===== src/rtl/ext_regs_pkg.sv =====
package ext_regs_pkg;

    localparam int IDX_W  = 8;
    localparam int DAT_W  = 8;
    localparam int DS_W   = 5;   // display start bits 20:16
    localparam int BANK_W = 7;
    localparam int SL_W   = 2;   // scan length bits 9:8

    typedef struct packed {
        logic [DS_W-1:0]   ds;
        logic [BANK_W-1:0] bank;
        logic [SL_W-1:0]   sl;
        logic              lc;
    } merged_t;

    localparam logic [IDX_W-1:0] IX_MEMCFG  = 8'h31;
    localparam logic [IDX_W-1:0] IX_BANKLO  = 8'h35;
    localparam logic [IDX_W-1:0] IX_KEY     = 8'h38;
    localparam logic [IDX_W-1:0] IX_MODE    = 8'h42;
    localparam logic [IDX_W-1:0] IX_EXTMODE = 8'h43;
    localparam logic [IDX_W-1:0] IX_SPLIT   = 8'h51;
    localparam logic [IDX_W-1:0] IX_HOVF    = 8'h5D;
    localparam logic [IDX_W-1:0] IX_VOVF    = 8'h5E;
    localparam logic [IDX_W-1:0] IX_DSTART  = 8'h69;
    localparam logic [IDX_W-1:0] IX_BANK    = 8'h6A;

    // Plain registers: stored and read back as whole bytes.
    localparam int N_PLAIN   = 18;
    localparam int SLOT_KEY1 = 0;
    localparam int SLOT_KEY2 = 1;
    localparam int SLOT_MODE = 14;
    localparam int SLOT_HOVF = 15;
    localparam int SLOT_VOVF = 16;

    function automatic logic [IDX_W-1:0] plain_index(input int s);
        case (s)
            0:       plain_index = 8'h38;
            1:       plain_index = 8'h39;
            2:       plain_index = 8'h3A;
            3:       plain_index = 8'h40;
            4:       plain_index = 8'h41;
            5:       plain_index = 8'h50;
            6:       plain_index = 8'h52;
            7:       plain_index = 8'h53;
            8:       plain_index = 8'h55;
            9:       plain_index = 8'h58;
            10:      plain_index = 8'h59;
            11:      plain_index = 8'h5A;
            12:      plain_index = 8'h67;
            13:      plain_index = 8'h6B;
            14:      plain_index = 8'h42;
            15:      plain_index = 8'h5D;
            16:      plain_index = 8'h5E;
            default: plain_index = 8'h31;
        endcase
    endfunction

    // Fixed identification bytes; hit=0 when the index is not one of them.
    function automatic logic [DAT_W:0] id_lookup(input logic [IDX_W-1:0] ix);
        case (ix)
            8'h2D:   id_lookup = {1'b1, 8'h88};
            8'h2E:   id_lookup = {1'b1, 8'h11};
            8'h2F:   id_lookup = {1'b1, 8'h00};
            8'h30:   id_lookup = {1'b1, 8'hE1};
            8'h37:   id_lookup = {1'b1, 8'h2B};
            default: id_lookup = '0;
        endcase
    endfunction

endpackage


===== src/rtl/ext_plain_regs.sv =====
module ext_plain_regs
    import ext_regs_pkg::*;
#(
    parameter logic [DAT_W-1:0] KEY_RESET = 8'h00
) (
    input  logic                          clk,
    input  logic                          rst,
    input  logic                          wr_en,
    input  logic [IDX_W-1:0]              idx,
    input  logic [DAT_W-1:0]              wdata,
    output logic [N_PLAIN-1:0][DAT_W-1:0] q
);
    for (genvar s = 0; s < N_PLAIN; s++) begin : g_slot
        localparam logic [DAT_W-1:0] RST_VAL =
            (s == SLOT_KEY1 || s == SLOT_KEY2) ? KEY_RESET : '0;
        always_ff @(posedge clk) begin
            if (rst)
                q[s] <= RST_VAL;
            else if (wr_en && idx == plain_index(s))
                q[s] <= wdata;
        end
    end
endmodule


===== src/rtl/ext_field_merge.sv =====
module ext_field_merge
    import ext_regs_pkg::*;
#(
    parameter logic [DAT_W-1:0] UNLOCK_KEY = 8'h48
) (
    input  logic                          clk,
    input  logic                          rst,
    input  logic                          wr_en,
    input  logic [IDX_W-1:0]              idx,
    input  logic [DAT_W-1:0]              wdata,
    input  logic [N_PLAIN-1:0][DAT_W-1:0] plain_q,
    output merged_t                       fld,
    output logic [3:0]                    bank_nib_hi,
    output logic [DAT_W-1:0]              ext_mode,
    output logic [1:0]                    split_hi,
    output logic                          resize_req,
    output logic                          field_changed
);
    merged_t          fld_n;
    logic [3:0]       nib_n;
    logic [DAT_W-1:0] mode_n;
    logic [1:0]       split_n;
    logic             resize_n;
    logic             unlocked;

    assign unlocked = (plain_q[SLOT_KEY1] == UNLOCK_KEY);

    always_comb begin
        fld_n    = fld;
        nib_n    = bank_nib_hi;
        mode_n   = ext_mode;
        split_n  = split_hi;
        resize_n = 1'b0;
        if (wr_en) begin
            case (idx)
                IX_MEMCFG: fld_n.ds[1:0] = wdata[5:4];
                IX_BANKLO: if (unlocked) begin
                    nib_n           = wdata[7:4];
                    fld_n.bank[3:0] = wdata[3:0];
                end
                IX_EXTMODE: begin
                    mode_n       = wdata & 8'hFB;
                    fld_n.sl[0]  = wdata[2];
                end
                IX_SPLIT: begin
                    fld_n.ds[3:2]   = wdata[1:0];
                    fld_n.bank[5:4] = wdata[3:2];
                    fld_n.sl        = wdata[5:4];
                    split_n         = wdata[7:6];
                end
                IX_MODE: resize_n = wdata[5] ^ plain_q[SLOT_MODE][5];
                IX_HOVF: resize_n = |(wdata[1:0] ^ plain_q[SLOT_HOVF][1:0]);
                IX_VOVF: begin
                    resize_n = |(wdata[1:0] ^ plain_q[SLOT_VOVF][1:0]);
                    fld_n.lc = wdata[6];
                end
                IX_DSTART: fld_n.ds   = wdata[DS_W-1:0];
                IX_BANK:   fld_n.bank = wdata[BANK_W-1:0];
                default: ;
            endcase
        end
    end

    always_ff @(posedge clk) begin
        if (rst) begin
            fld           <= '0;
            bank_nib_hi   <= '0;
            ext_mode      <= '0;
            split_hi      <= '0;
            resize_req    <= 1'b0;
            field_changed <= 1'b0;
        end else begin
            fld           <= fld_n;
            bank_nib_hi   <= nib_n;
            ext_mode      <= mode_n;
            split_hi      <= split_n;
            resize_req    <= resize_n;
            field_changed <= (fld_n != fld);
        end
    end
endmodule


===== src/rtl/ext_read_mux.sv =====
module ext_read_mux
    import ext_regs_pkg::*;
(
    input  logic [IDX_W-1:0]              idx,
    input  merged_t                       fld,
    input  logic [3:0]                    bank_nib_hi,
    input  logic [DAT_W-1:0]              ext_mode,
    input  logic [1:0]                    split_hi,
    input  logic [N_PLAIN-1:0][DAT_W-1:0] plain_q,
    output logic [DAT_W-1:0]              rdata
);
    logic [DAT_W:0]   id_hit;
    logic [DAT_W-1:0] plain_val;
    logic             plain_hit;

    assign id_hit = id_lookup(idx);

    always_comb begin
        plain_val = '0;
        plain_hit = 1'b0;
        for (int s = 0; s < N_PLAIN; s++) begin
            if (idx == plain_index(s)) begin
                plain_val = plain_q[s];
                plain_hit = 1'b1;
            end
        end
    end

    always_comb begin
        if (id_hit[DAT_W])
            rdata = id_hit[DAT_W-1:0];
        else if (plain_hit)
            rdata = plain_val;
        else begin
            case (idx)
                IX_BANKLO:  rdata = {bank_nib_hi, fld.bank[3:0]};
                IX_EXTMODE: rdata = ext_mode | {5'b0, fld.sl[0], 2'b0};
                IX_SPLIT:   rdata = {split_hi, fld.sl, fld.bank[5:4], fld.ds[1:0]};
                IX_DSTART:  rdata = {{(DAT_W-DS_W){1'b0}}, fld.ds};
                IX_BANK:    rdata = {{(DAT_W-BANK_W){1'b0}}, fld.bank};
                default:    rdata = '0;
            endcase
        end
    end
endmodule


===== src/rtl/ext_crtc_regfile.sv =====
module ext_crtc_regfile
    import ext_regs_pkg::*;
#(
    parameter logic [7:0] UNLOCK_KEY = 8'h48,
    parameter logic [7:0] KEY_RESET  = 8'h00
) (
    input  logic        clk,
    input  logic        rst,
    input  logic        wr_en,
    input  logic [7:0]  idx,
    input  logic [7:0]  wdata,
    output logic [7:0]  rdata,
    output logic [4:0]  disp_start_hi,
    output logic [6:0]  mem_bank,
    output logic [1:0]  scan_len_hi,
    output logic        line_cmp_hi,
    output logic        resize_req,
    output logic        field_changed
);
    logic [N_PLAIN-1:0][DAT_W-1:0] plain_q;
    merged_t          fld;
    logic [3:0]       bank_nib_hi;
    logic [DAT_W-1:0] ext_mode;
    logic [1:0]       split_hi;

    ext_plain_regs #(.KEY_RESET(KEY_RESET)) u_plain (
        .clk(clk), .rst(rst), .wr_en(wr_en), .idx(idx), .wdata(wdata), .q(plain_q)
    );

    ext_field_merge #(.UNLOCK_KEY(UNLOCK_KEY)) u_merge (
        .clk(clk), .rst(rst), .wr_en(wr_en), .idx(idx), .wdata(wdata),
        .plain_q(plain_q), .fld(fld), .bank_nib_hi(bank_nib_hi),
        .ext_mode(ext_mode), .split_hi(split_hi),
        .resize_req(resize_req), .field_changed(field_changed)
    );

    ext_read_mux u_rd (
        .idx(idx), .fld(fld), .bank_nib_hi(bank_nib_hi), .ext_mode(ext_mode),
        .split_hi(split_hi), .plain_q(plain_q), .rdata(rdata)
    );

    assign disp_start_hi = fld.ds;
    assign mem_bank      = fld.bank;
    assign scan_len_hi   = fld.sl;
    assign line_cmp_hi   = fld.lc;
endmodule


===== config.mk =====
export PLATFORM = sky130hd
export DESIGN_NAME = ext_crtc_regfile
export DESIGN_NICKNAME = d
export VERILOG_FILES = /design/src/rtl/ext_regs_pkg.sv /design/src/rtl/ext_plain_regs.sv /design/src/rtl/ext_field_merge.sv /design/src/rtl/ext_read_mux.sv /design/src/rtl/ext_crtc_regfile.sv
export SDC_FILE = /design/constraint.sdc
export NUM_CORES = 1
export LEC_CHECK = 0
export ABC_AREA = 1
export BUFFER_PORTS_ARGS = -buffer_cell sky130_fd_sc_hd__buf_4
export CAP_MARGIN = 20
export CORE_MARGIN = 2
export CORE_UTILIZATION = 60
export DETAILED_ROUTE_END_ITERATION = 8
export PLACE_DENSITY = 0.78
export SYNTH_ARGS = -nofsm -noshare
export SYNTH_HDL_FRONTEND = slang
export SYNTH_SLANG_ARGS = --single-unit

===== constraint.sdc =====
create_clock -name clk -period 6.9 [get_ports clk]
set_input_delay 1.725 -clock clk [delete_from_list [all_inputs] [get_ports clk]]
set_output_delay 1.725 -clock clk [all_outputs]
set_load 0.05 [all_outputs]

# Yosys cells after proc, flatten, opt, wreduce, memory -nomap -nowiden
# Cells that the tools add are included.
totals:
  ff_bits: 174
  latch_bits: 0
  mem_bits_rw: 0
  romBits: 0
  input_bits: 19
  out_inout_bits: 25
  memories: 0
op_classes:
  addsub: 0
  n_mul: 0
  div: 0
  n_lt_le_gt_ge: 0
  n_eq_ne: 30
  shift: 0
  mux: 52
  bitwise_logic: 5
  reduce_logical: 24
op_table:
  columns: ["operator", "n"]
  rows:
  - ["8-bit two-way mux", 20]
  - ["8-bit by 7-bit == test with 1-bit output (second input constant)", 19]
  - ["8-bit by 6-bit == test with 1-bit output (second input constant)", 10]
  - ["9-bit case mux with 5 select lines", 1]
  - ["8-bit case mux with 5 select lines", 1]
  - ["1-bit two-way mux", 22]
  - ["1-bit logical AND", 18]
  - ["15-bit two-way mux", 1]
  - ["15-bit inequality test", 1]
  - ["2-bit case mux with 2 select lines", 3]
  - ["8-bit by 3-bit OR with 8-bit output", 1]
  - ["4-bit case mux with 2 select lines", 1]
  - ["2-bit OR reduction", 3]
  - ["4-bit two-way mux", 1]
  - ["2-bit AND reduction", 2]
  - ["2-bit XOR", 2]
  - ["1-bit case mux with 3 select lines", 1]
  - ["3-bit AND reduction", 1]
  - ["1-bit case mux with 2 select lines", 1]
  - ["1-bit inverter", 1]
  - ["1-bit XOR", 1]

# Longest topological paths before layout
# Gate-level depths: netlist (run 1).
logic_depth:
  word_depth: 21
  ltp_mapped: 18

# Hierarchy
# From an unflattened synthesis (run 1), not the netlist that was laid out.
unflattened:
  hier_cells: 1582
  area_unflattened_um2: 9839.4
by_module_without_submodules:
  columns: ["mod", "n_inst", "cells_per_inst", "area_per_inst_um2"]
  rows:
  - ["ext_plain_regs", 1, 903, 6129.6]
  - ["ext_field_merge", 1, 287, 1859.3]
  - ["ext_read_mux", 1, 392, 1850.5]

# Worst setup path after synthesis (run 1)
# No wires, ideal clock.
synth_path:
  path_type: "input -> output"
  startpoint: "input port idx[6]"
  endpoint: "output port rdata[5]"
  arrival_ns: 3.368
  required_ns: 5.175
  slack_ns: 1.807
  stages: 14
  path_cell_list: "inv_1 > nor2_2 > nand3_2 > nor2_2 > buf_2 > nand2_1 > nand2_1 > nand4_1 > nand2_1 > nand2_1 > nor2_1 > nand4_1 > nor2_1 > nand3_1"
synth_via:
  elab_chain_cells: 21
  word_cells_on_any_way: 68
synth_rtl:
  columns: ["element", "line", "rtl"]
  rows:
  - ["start, declared", "ext_crtc_regfile.sv:10", "input logic [7:0] idx,"]
  - ["8-bit by 6-bit == test with 1-bit output", "ext_read_mux.sv:22", "if (idx == plain_index(s)) begin"]
  - ["8-bit two-way mux or 1-bit two-way mux (tied branches) (18 in series)", "ext_read_mux.sv:22", null]
  - ["8-bit two-way mux", "ext_read_mux.sv:32", "else if (plain_hit)"]
  - ["8-bit two-way mux (*)", "ext_read_mux.sv:30", "if (id_hit[DAT_W])"]
  - ["end, declared", "ext_crtc_regfile.sv:12", "output logic [7:0] rdata,"]
# Mark *: on every way between the ends. The rest lies on a longest branch, timed or not.

# Final worst setup path (run 1)
layout_path:
  startpoint: "input port idx[6]"
  endpoint: "output port rdata[2]"
# The elaborated chain is that of the path after synthesis.

==> results of run 1 <==
[layer usage]
layer,vias to the layer above,share of wire,global-route usage
li1,4083,-,-
met1,3792,0.43,0.447
met2,372,0.46,0.537
met3,61,0.079,0.0752
met4,0,0.025,0.112
met5,-,0,0
[worst register-to-register path, delay by kind of cell (launching register included)]
kind,cells,cell delay (ns)
AO/OA/AOI/OAI,2,0.42
buffers and inverters,2,0.14
flip-flops,1,0.33
AND/OR/NAND/NOR,10,1.27
[where the power goes]
part | total [mW] | leakage, nW | switching [mW] | internal, mW
Sequential | 1.01 | 1.40 | 0.000967 | 1.01
Combinational | 0.100 | 1.70 | 0.0816 | 0.0184
Clock | 0.996 | 0.285 | 0.436 | 0.560
Total | 2.10 | 3.39 | 0.519 | 1.58
[Yosys cell counts]
| cell | instances |
|---|---|
| sky130_fd_sc_hd__nand2_1 | 241 |
| sky130_fd_sc_hd__dfxtp_1 | 174 |
| sky130_fd_sc_hd__nor2_1 | 163 |
| sky130_fd_sc_hd__inv_1 | 148 |
| sky130_fd_sc_hd__nand3_1 | 103 |
| sky130_fd_sc_hd__a21oi_1 | 86 |
| sky130_fd_sc_hd__a211oi_1 | 85 |
| sky130_fd_sc_hd__clkbuf_1 | 61 |
| sky130_fd_sc_hd__nand4_1 | 40 |
| sky130_fd_sc_hd__o21ai_0 | 23 |
| sky130_fd_sc_hd__o22ai_1 | 12 |
| sky130_fd_sc_hd__nor3_1 | 11 |
| sky130_fd_sc_hd__buf_2 | 10 |
| sky130_fd_sc_hd__xor2_1 | 10 |
| sky130_fd_sc_hd__nand2_2 | 8 |
| sky130_fd_sc_hd__nor2_2 | 8 |
| sky130_fd_sc_hd__inv_2 | 6 |
| sky130_fd_sc_hd__a221oi_1 | 5 |
| sky130_fd_sc_hd__nor2_4 | 5 |
| sky130_fd_sc_hd__o21ai_1 | 5 |
| sky130_fd_sc_hd__buf_1 | 3 |
| sky130_fd_sc_hd__nand2_4 | 3 |
| sky130_fd_sc_hd__nand3_2 | 3 |
| sky130_fd_sc_hd__nor3b_1 | 3 |
| sky130_fd_sc_hd__o221ai_2 | 3 |
| sky130_fd_sc_hd__xnor2_1 | 3 |
| sky130_fd_sc_hd__mux2i_1 | 2 |
| sky130_fd_sc_hd__nor4_1 | 2 |
| sky130_fd_sc_hd__o211ai_1 | 2 |
| sky130_fd_sc_hd__o21ai_2 | 2 |
| sky130_fd_sc_hd__a21oi_4 | 1 |
| sky130_fd_sc_hd__a311o_1 | 1 |
| sky130_fd_sc_hd__buf_4 | 1 |
| sky130_fd_sc_hd__clkinv_1 | 1 |
| sky130_fd_sc_hd__nand3b_1 | 1 |
| sky130_fd_sc_hd__nor3_2 | 1 |
| sky130_fd_sc_hd__o2111ai_1 | 1 |
[stage by stage]
| stage | instance area, um2 | hold WS [ns] | utilization | instances | power (mW) |
|---|---|---|---|---|---|
| final | 9450 | 0.460 | 0.681 | 1423 | 2.10 |
| after CTS | 9450 | 0.462 | 0.681 | 1423 | 2.10 |
| after detailed placement | 8840 | 0.448 | 0.637 | 1391 | 1.13 |
| after global placement | 8840 | 0.444 | 0.637 | 1391 | 1.13 |
| after global routing | 9450 | 0.475 | 0.681 | 1423 | 2.16 |
| after floorplan | 8550 | 0.434 | - | 1237 | 1.09 |
[path summary, 6_finish.rpt]
path,cells after the start,slack (ns),endpoint
min,2,0.46,u_plain.q[108]
min reg2reg,2,0.46,u_plain.q[108]
max,19,1.04,rdata[2]
max reg2reg,14,4.61,u_merge.field_changed
[cells by family (layout without fill, tap and decap cells)]
group | count (synthesis) | after routing | share of synthesized area
multiplexers | 2 | 2 | 0.00234
flip-flops | 174 | 174 | 0.408
buffers and inverters | 230 | 236 | 0.103
XOR/XNOR | 13 | 13 | 0.0133
AO/OA/AOI/OAI | 226 | 226 | 0.168
AND/OR/NAND/NOR | 592 | 592 | 0.305
[flip-flops by register name, indices dropped and copies added (netlist names)]
name and count:
u_merge.ext_mode 7, u_merge.fld 15, u_merge.split_hi 2, u_merge.bank_nib_hi 4, u_merge.resize_req 1, u_plain.q 144, u_merge.field_changed 1
[cell type report]
type	count	area [um2]	share of cell area
tap	180	225	0.0238
clock buffer	19	453	0.0479
multi-input combinational	833	4190	0.443
sequential	174	3480	0.369
inverter	155	582	0.0616
timing repair buffer	49	368	0.0389
clock inverter	13	154	0.0163
==> flow_summary.rst, run 1 <==
.. list-table::
   :header-rows: 1

   * - Metric
     - Value
   * - TritonCTS Sinks
     - 174
   * - Class of the most critical hold timing path
     - reg2reg
   * - Die Area
     - 15200 um2
   * - Worst skew pair latency
     - 0.44 ns
   * - Result of the run
     - complete, no violations
   * - Fin crit share
     - 0.849
   * - Top library cells by usage in the layout, fill and taps aside
     - sky130_fd_sc_hd__nand2_1 (241), sky130_fd_sc_hd__dfxtp_1 (174), sky130_fd_sc_hd__nor2_1 (162), sky130_fd_sc_hd__inv_1 (148), sky130_fd_sc_hd__nand3_1 (103)
   * - Fraction of layout cells with a size suffix above 1
     - 0.0981
   * - Top cell family by delay on the critical path
     - simple AND/OR/NAND/NOR gates
   * - Kind of start point of the critical path
     - input port
   * - Mapped cell area
     - 8550 um2
   * - Maximum fanout count along the critical path
     - 21
   * - Total CTS buffers
     - 17
   * - Antenna violations before repair
     - 0
   * - Slowest cell on the critical path
     - sky130_fd_sc_hd__nor2_2
   * - Via count
     - 8308
   * - Critical path type
     - in2out
   * - Routed wire per std cell
     - 17.2 um
   * - Core footprint
     - 13900 um2
   * - Flops & latches, synth
     - 174
   * - Power density over cell area
     - 223 nW/um2
   * - DPL Wire Length
     - 16.2 mm
   * - Required @ worst endpoint
     - 5.18 ns
   * - Count of pins over their slew limit
     - 0
   * - Setup skew after layout
     - 0.00595 ns
   * - Number of placement rows
     - 43
   * - TritonCTS clock tree
     - done
   * - Maximum cell stage delay along the critical path
     - 0.58 ns
   * - Via count of the first global-routing pass
     - 7333
   * - Synth Net Count
     - 1256
   * - Cells traversed along the worst timing path
     - buf_4, inv_1, nand2_1, nor2_2, nand2_1, inv_1, nor2_1, o211ai_1, nand2_1, nand2_1, nand2_1, nand4_1, nand2_1, nand4_1, nor2_1, nand3_1, nand2_1, inv_1, buf_4
   * - Setup violations, final
     - 0
   * - Clk buf depth
     - 2
   * - Max frequency
     - 171 MHz
   * - Setup repair after global routing missed its margin
     - no
   * - Vias/cell
     - 5.84
   * - Clk slew on worst S/H paths
     - 0.07 ns
   * - Number of diodes
     - 0
   * - Number of antenna-violating nets in the routed design
     - 0
   * - Post-synthesis sequential area ratio
     - 0.408
   * - Area fraction of the dominant cell type after synthesis
     - 0.408
   * - Max-cap violations
     - 0
   * - Initial standard-cell utilization of the core
     - 0.616
   * - Wire length of the first global-routing pass
     - 39.1 mm
   * - Critical path capture point type
     - primary output
   * - Most used cell, CP
     - sky130_fd_sc_hd__nand2_1
   * - GR Util All Layers
     - 0.335
   * - Wire length reported by the detailed router
     - 24.5 mm
   * - Count of buffers inserted at the top-level ports
     - 43
   * - Synth warn
     - 0
   * - Pre-Repair DR Iteration Count
     - 6
   * - Post-synth top area cell
     - sky130_fd_sc_hd__dfxtp_1
   * - RePlAce Congestion
     - 0.956
   * - Top cells by area in the synthesized netlist
     - sky130_fd_sc_hd__dfxtp_1 (41%), sky130_fd_sc_hd__nand2_1 (11%), sky130_fd_sc_hd__a211oi_1 (7.5%)
   * - Worst setup path startpoint
     - idx[6]
   * - Headroom to the max-slew limit
     - 0.336
   * - # H-tree levels
     - 4
   * - Post-cts repair resize count
     - 0
   * - Height of the chip
     - 123 um
   * - Largest net degree at the start of global routing
     - 92
   * - Instance count of the mapped netlist
     - 1237
   * - Synth Area per Inst
     - 6.91 um2
   * - Clock root cell
     - sky130_fd_sc_hd__clkbuf_16
   * - Remaining global-route overflow
     - 0
   * - Final Critical Period
     - 5.86 ns
   * - Post-layout nets
     - 1249
   * - Io pins
     - 44
   * - Syn-to-layout area delta
     - 10.6%
   * - Beginning of the worst hold path
     - u_plain.q[108]
   * - Final Hold Fails
     - 0
   * - Number of DRC violations after detailed-routing iteration 0
     - 1102
   * - Peak ir drop on the vdd network
     - 0.182 mV
   * - Setup ws final
     - 1.04 ns
   * - Width of the chip
     - 123 um
   * - Post-CTS Hold Buffers
     - 0
   * - Leak Pwr
     - 3.39 nW
   * - DP Worst Slack
     - 1.08 ns
   * - Worst-margin pin slew
     - 0.989 ns
   * - Most common cell after layout, fill and taps aside
     - sky130_fd_sc_hd__nand2_1
   * - Worst reg2reg path startpoint
     - u_plain.q[5]
   * - Number of buffers inserted by post-CTS setup repair
     - 0
   * - Number of filler cells placed in the layout
     - 1201
   * - Residual DRC count
     - 0
   * - Critical path arrival
     - 4.13 ns
   * - Count of buffering cells on the critical path with inverters included
     - 5
   * - Setup TNS
     - 0 ns
   * - Yosys cell types
     - 37
Power figures use the tool's default switching activity.
==> inputs of run 2 (changes only) <==
- clock period: 6.9 -> 6.1 ns (I/O delays scaled with it)
==> run 2 against run 1 <==
Clock-buffer cell count up 1. Die area unchanged. Worst setup slack worse by 0.38 ns. Core utilization up 0.29 points. Critical path depth down 1. Cell count up 0.28%. Clock skew up 0.0010 ns. Critical path type unchanged.
==> flow_summary.rst, run 2 (synthesis gave the netlist of run 1 again) <==
.. list-table::
   :header-rows: 1

   * - Metric
     - Value
   * - Wire length reported by the detailed router
     - 23.8 mm
   * - Capturing point of the worst reg2reg path
     - u_merge.field_changed
   * - Setup skew after layout
     - 0.00699 ns
   * - Reg2Reg Setup Slack
     - 3.86 ns
   * - Most common cell after layout, fill and taps aside
     - sky130_fd_sc_hd__nand2_1
   * - Placed Instance Area
     - 8870 um2
   * - # H-tree levels
     - 4
   * - Biggest regs
     - u_plain.q x144, u_merge.fld x15, u_merge.ext_mode x7
   * - Tightest hold margin
     - 0.460 ns
   * - Residual DRC count
     - 0
   * - Pre-Repair DR Iteration Count
     - 5
   * - Number of placement rows
     - 43
   * - Syn-to-layout area delta
     - 11.1%
   * - Max frequency
     - 184 MHz
   * - Via count of the first global-routing pass
     - 7222
   * - Setup TNS
     - 0 ns
   * - TritonCTS Sinks
     - 174
   * - Width of the chip
     - 123 um
   * - Wire length of the first global-routing pass
     - 37.7 mm
   * - RePlAce Congestion
     - 0.897
   * - Clk buf depth
     - 2
   * - Final Critical Period
     - 5.44 ns
   * - Maximum fanout count along the critical path
     - 15
   * - Total CTS buffers
     - 17
   * - Power density over cell area
     - 253 nW/um2
   * - Number of DRC violations after detailed-routing iteration 0
     - 1003
   * - Required @ worst endpoint
     - 4.58 ns
   * - TritonCTS clock tree
     - done
   * - Post-layout nets
     - 1253
   * - Worst Hold Path EP
     - u_plain.q[127]
   * - Critical path type
     - in2out
   * - Worst reg2reg path startpoint
     - u_plain.q[3]
   * - Worst reg-to-reg path cell count
     - 13
   * - Number of flip-flops under the largest register name
     - 144
   * - Clk slew on worst S/H paths
     - 0.07 ns
   * - Largest register by flop count
     - u_plain.q
   * - Routed wire per std cell
     - 16.7 um
   * - Setup repair after global routing missed its margin
     - no
   * - Worst skew pair latency
     - 0.44 ns
   * - Hold path cells
     - 2
   * - Fin crit share
     - 0.891
   * - Overall power of the completed layout
     - 2.40 mW
   * - Via count
     - 8270
   * - Clock root cell
     - sky130_fd_sc_hd__clkbuf_16
   * - Initial standard-cell utilization of the core
     - 0.616
   * - Final Instance Area
     - 9490 um2
   * - GR Util All Layers
     - 0.322
   * - Leak Pwr
     - 3.42 nW
   * - Remaining global-route overflow
     - 0
   * - Worst-margin pin slew
     - 1.02 ns
   * - Vias/cell
     - 5.80
   * - Critical path capture point type
     - primary output
   * - Number of buffers inserted by post-CTS setup repair
     - 0
   * - Post-cts repair resize count
     - 0
   * - Setup violations, final
     - 0
   * - Beginning of the worst hold path
     - u_plain.q[127]
   * - Critical path arrival
     - 3.91 ns
   * - Fraction of layout cells with a size suffix above 1
     - 0.100
   * - Peak ir drop on the vdd network
     - 0.195 mV
   * - Core footprint
     - 13900 um2
   * - Height of the chip
     - 123 um
   * - Class of the most critical hold timing path
     - reg2reg
   * - Number of diodes
     - 0
   * - Count of buffers inserted at the top-level ports
     - 43
   * - Largest net degree at the start of global routing
     - 94
   * - Post-CTS Hold Buffers
     - 0
   * - Antenna violations before repair
     - 0
   * - Kind of start point of the critical path
     - input port
   * - Headroom to the max-slew limit
     - 0.322
   * - Final Hold Fails
     - 0
   * - Number of filler cells placed in the layout
     - 1222
   * - Result of the run
     - complete, no violations
   * - Number of antenna-violating nets in the routed design
     - 0
   * - DPL Wire Length
     - 15.7 mm
   * - Count of pins over their slew limit
     - 0
   * - Io pins
     - 44
   * - Max-cap violations
     - 0
   * - Top library cells by usage in the layout, fill and taps aside
     - sky130_fd_sc_hd__nand2_1 (241), sky130_fd_sc_hd__dfxtp_1 (174), sky130_fd_sc_hd__nor2_1 (162), sky130_fd_sc_hd__inv_1 (148), sky130_fd_sc_hd__nand3_1 (103)
   * - Die Area
     - 15200 um2
==> run 2: cell types whose count changed in the layout (fill, tap and decap cells not counted) <==
cell / previous run / this run
sky130_fd_sc_hd__buf_4: 49 / 53
sky130_fd_sc_hd__inv_6: 4 / 2
sky130_fd_sc_hd__bufinv_16: 2 / 3
sky130_fd_sc_hd__clkbuf_1: 0 / 1
sky130_fd_sc_hd__clkinv_2: 0 / 1
sky130_fd_sc_hd__inv_8: 1 / 0
==> run 2: critical path: stages <==
cell and delay (ns):
sky130_fd_sc_hd__buf_4 0.13, sky130_fd_sc_hd__inv_1 0.10, sky130_fd_sc_hd__nand2_2 0.13, sky130_fd_sc_hd__nor2_4 0.33, sky130_fd_sc_hd__inv_2 0.12, sky130_fd_sc_hd__nor2_4 0.30
sky130_fd_sc_hd__inv_1 0.14, sky130_fd_sc_hd__o211ai_1 0.17, sky130_fd_sc_hd__nand2_1 0.08, sky130_fd_sc_hd__inv_1 0.05, sky130_fd_sc_hd__nand4_1 0.12, sky130_fd_sc_hd__nand2_1 0.09
sky130_fd_sc_hd__nand4_1 0.08, sky130_fd_sc_hd__nor2_1 0.14, sky130_fd_sc_hd__nand3_1 0.09, sky130_fd_sc_hd__nand2_1 0.09, sky130_fd_sc_hd__inv_1 0.04, sky130_fd_sc_hd__buf_4 0.18
==> run 2: layout make-up <==
| cell class | instances | area, um2 | area share |
|---|---|---|---|
| Clock buffer | 20 | 457 | 0.0481 |
| Clock inverter | 12 | 160 | 0.0169 |
| Inverter | 155 | 582 | 0.0613 |
| Multi-Input combinational cell | 833 | 4190 | 0.441 |
| Sequential cell | 174 | 3480 | 0.367 |
| Tap cell | 180 | 225 | 0.0237 |
| Timing Repair Buffer | 53 | 398 | 0.0419 |
==> run 2: where the power goes <==
group / internal (mW) / switching, mW
Sequential: 1.14 / 0.00108
Clock: 0.669 / 0.475
Combinational: 0.0211 / 0.0931
Total: 1.83 / 0.569
==> run 2: through the flow <==
step	setup WS, ns	utilization	cells
after CTS	0.713	0.684	1427
after detailed placement	0.712	0.639	1395
after global routing	0.459	0.684	1427
after floorplan	1.41	-	1237
after global placement	0.770	0.639	1395
final	0.664	0.684	1427
==> run 2: routing by layer <==
metal | share of wire | routed length, um | vias up | global-route usage
li1 | - | - | 4097 | -
met1 | 0.43 | 10300 | 3755 | 0.439
met2 | 0.46 | 10900 | 356 | 0.503
met3 | 0.080 | 1900 | 62 | 0.0706
met4 | 0.029 | 685 | 0 | 0.112
met5 | 0 | 0 | - | 0
==> run 2: worst max-delay path by stage <==
stage | from | end | slack, ns | cells past startpoint
detailed placement | idx[2] | rdata[2] | 0.71 | 18
finish | idx[2] | rdata[2] | 0.66 | 18
floorplan | idx[6] | rdata[5] | 1.41 | 14
global placement | idx[2] | rdata[2] | 0.77 | 18
global route | idx[2] | rdata[2] | 0.46 | 18
CTS | idx[2] | rdata[2] | 0.71 | 18
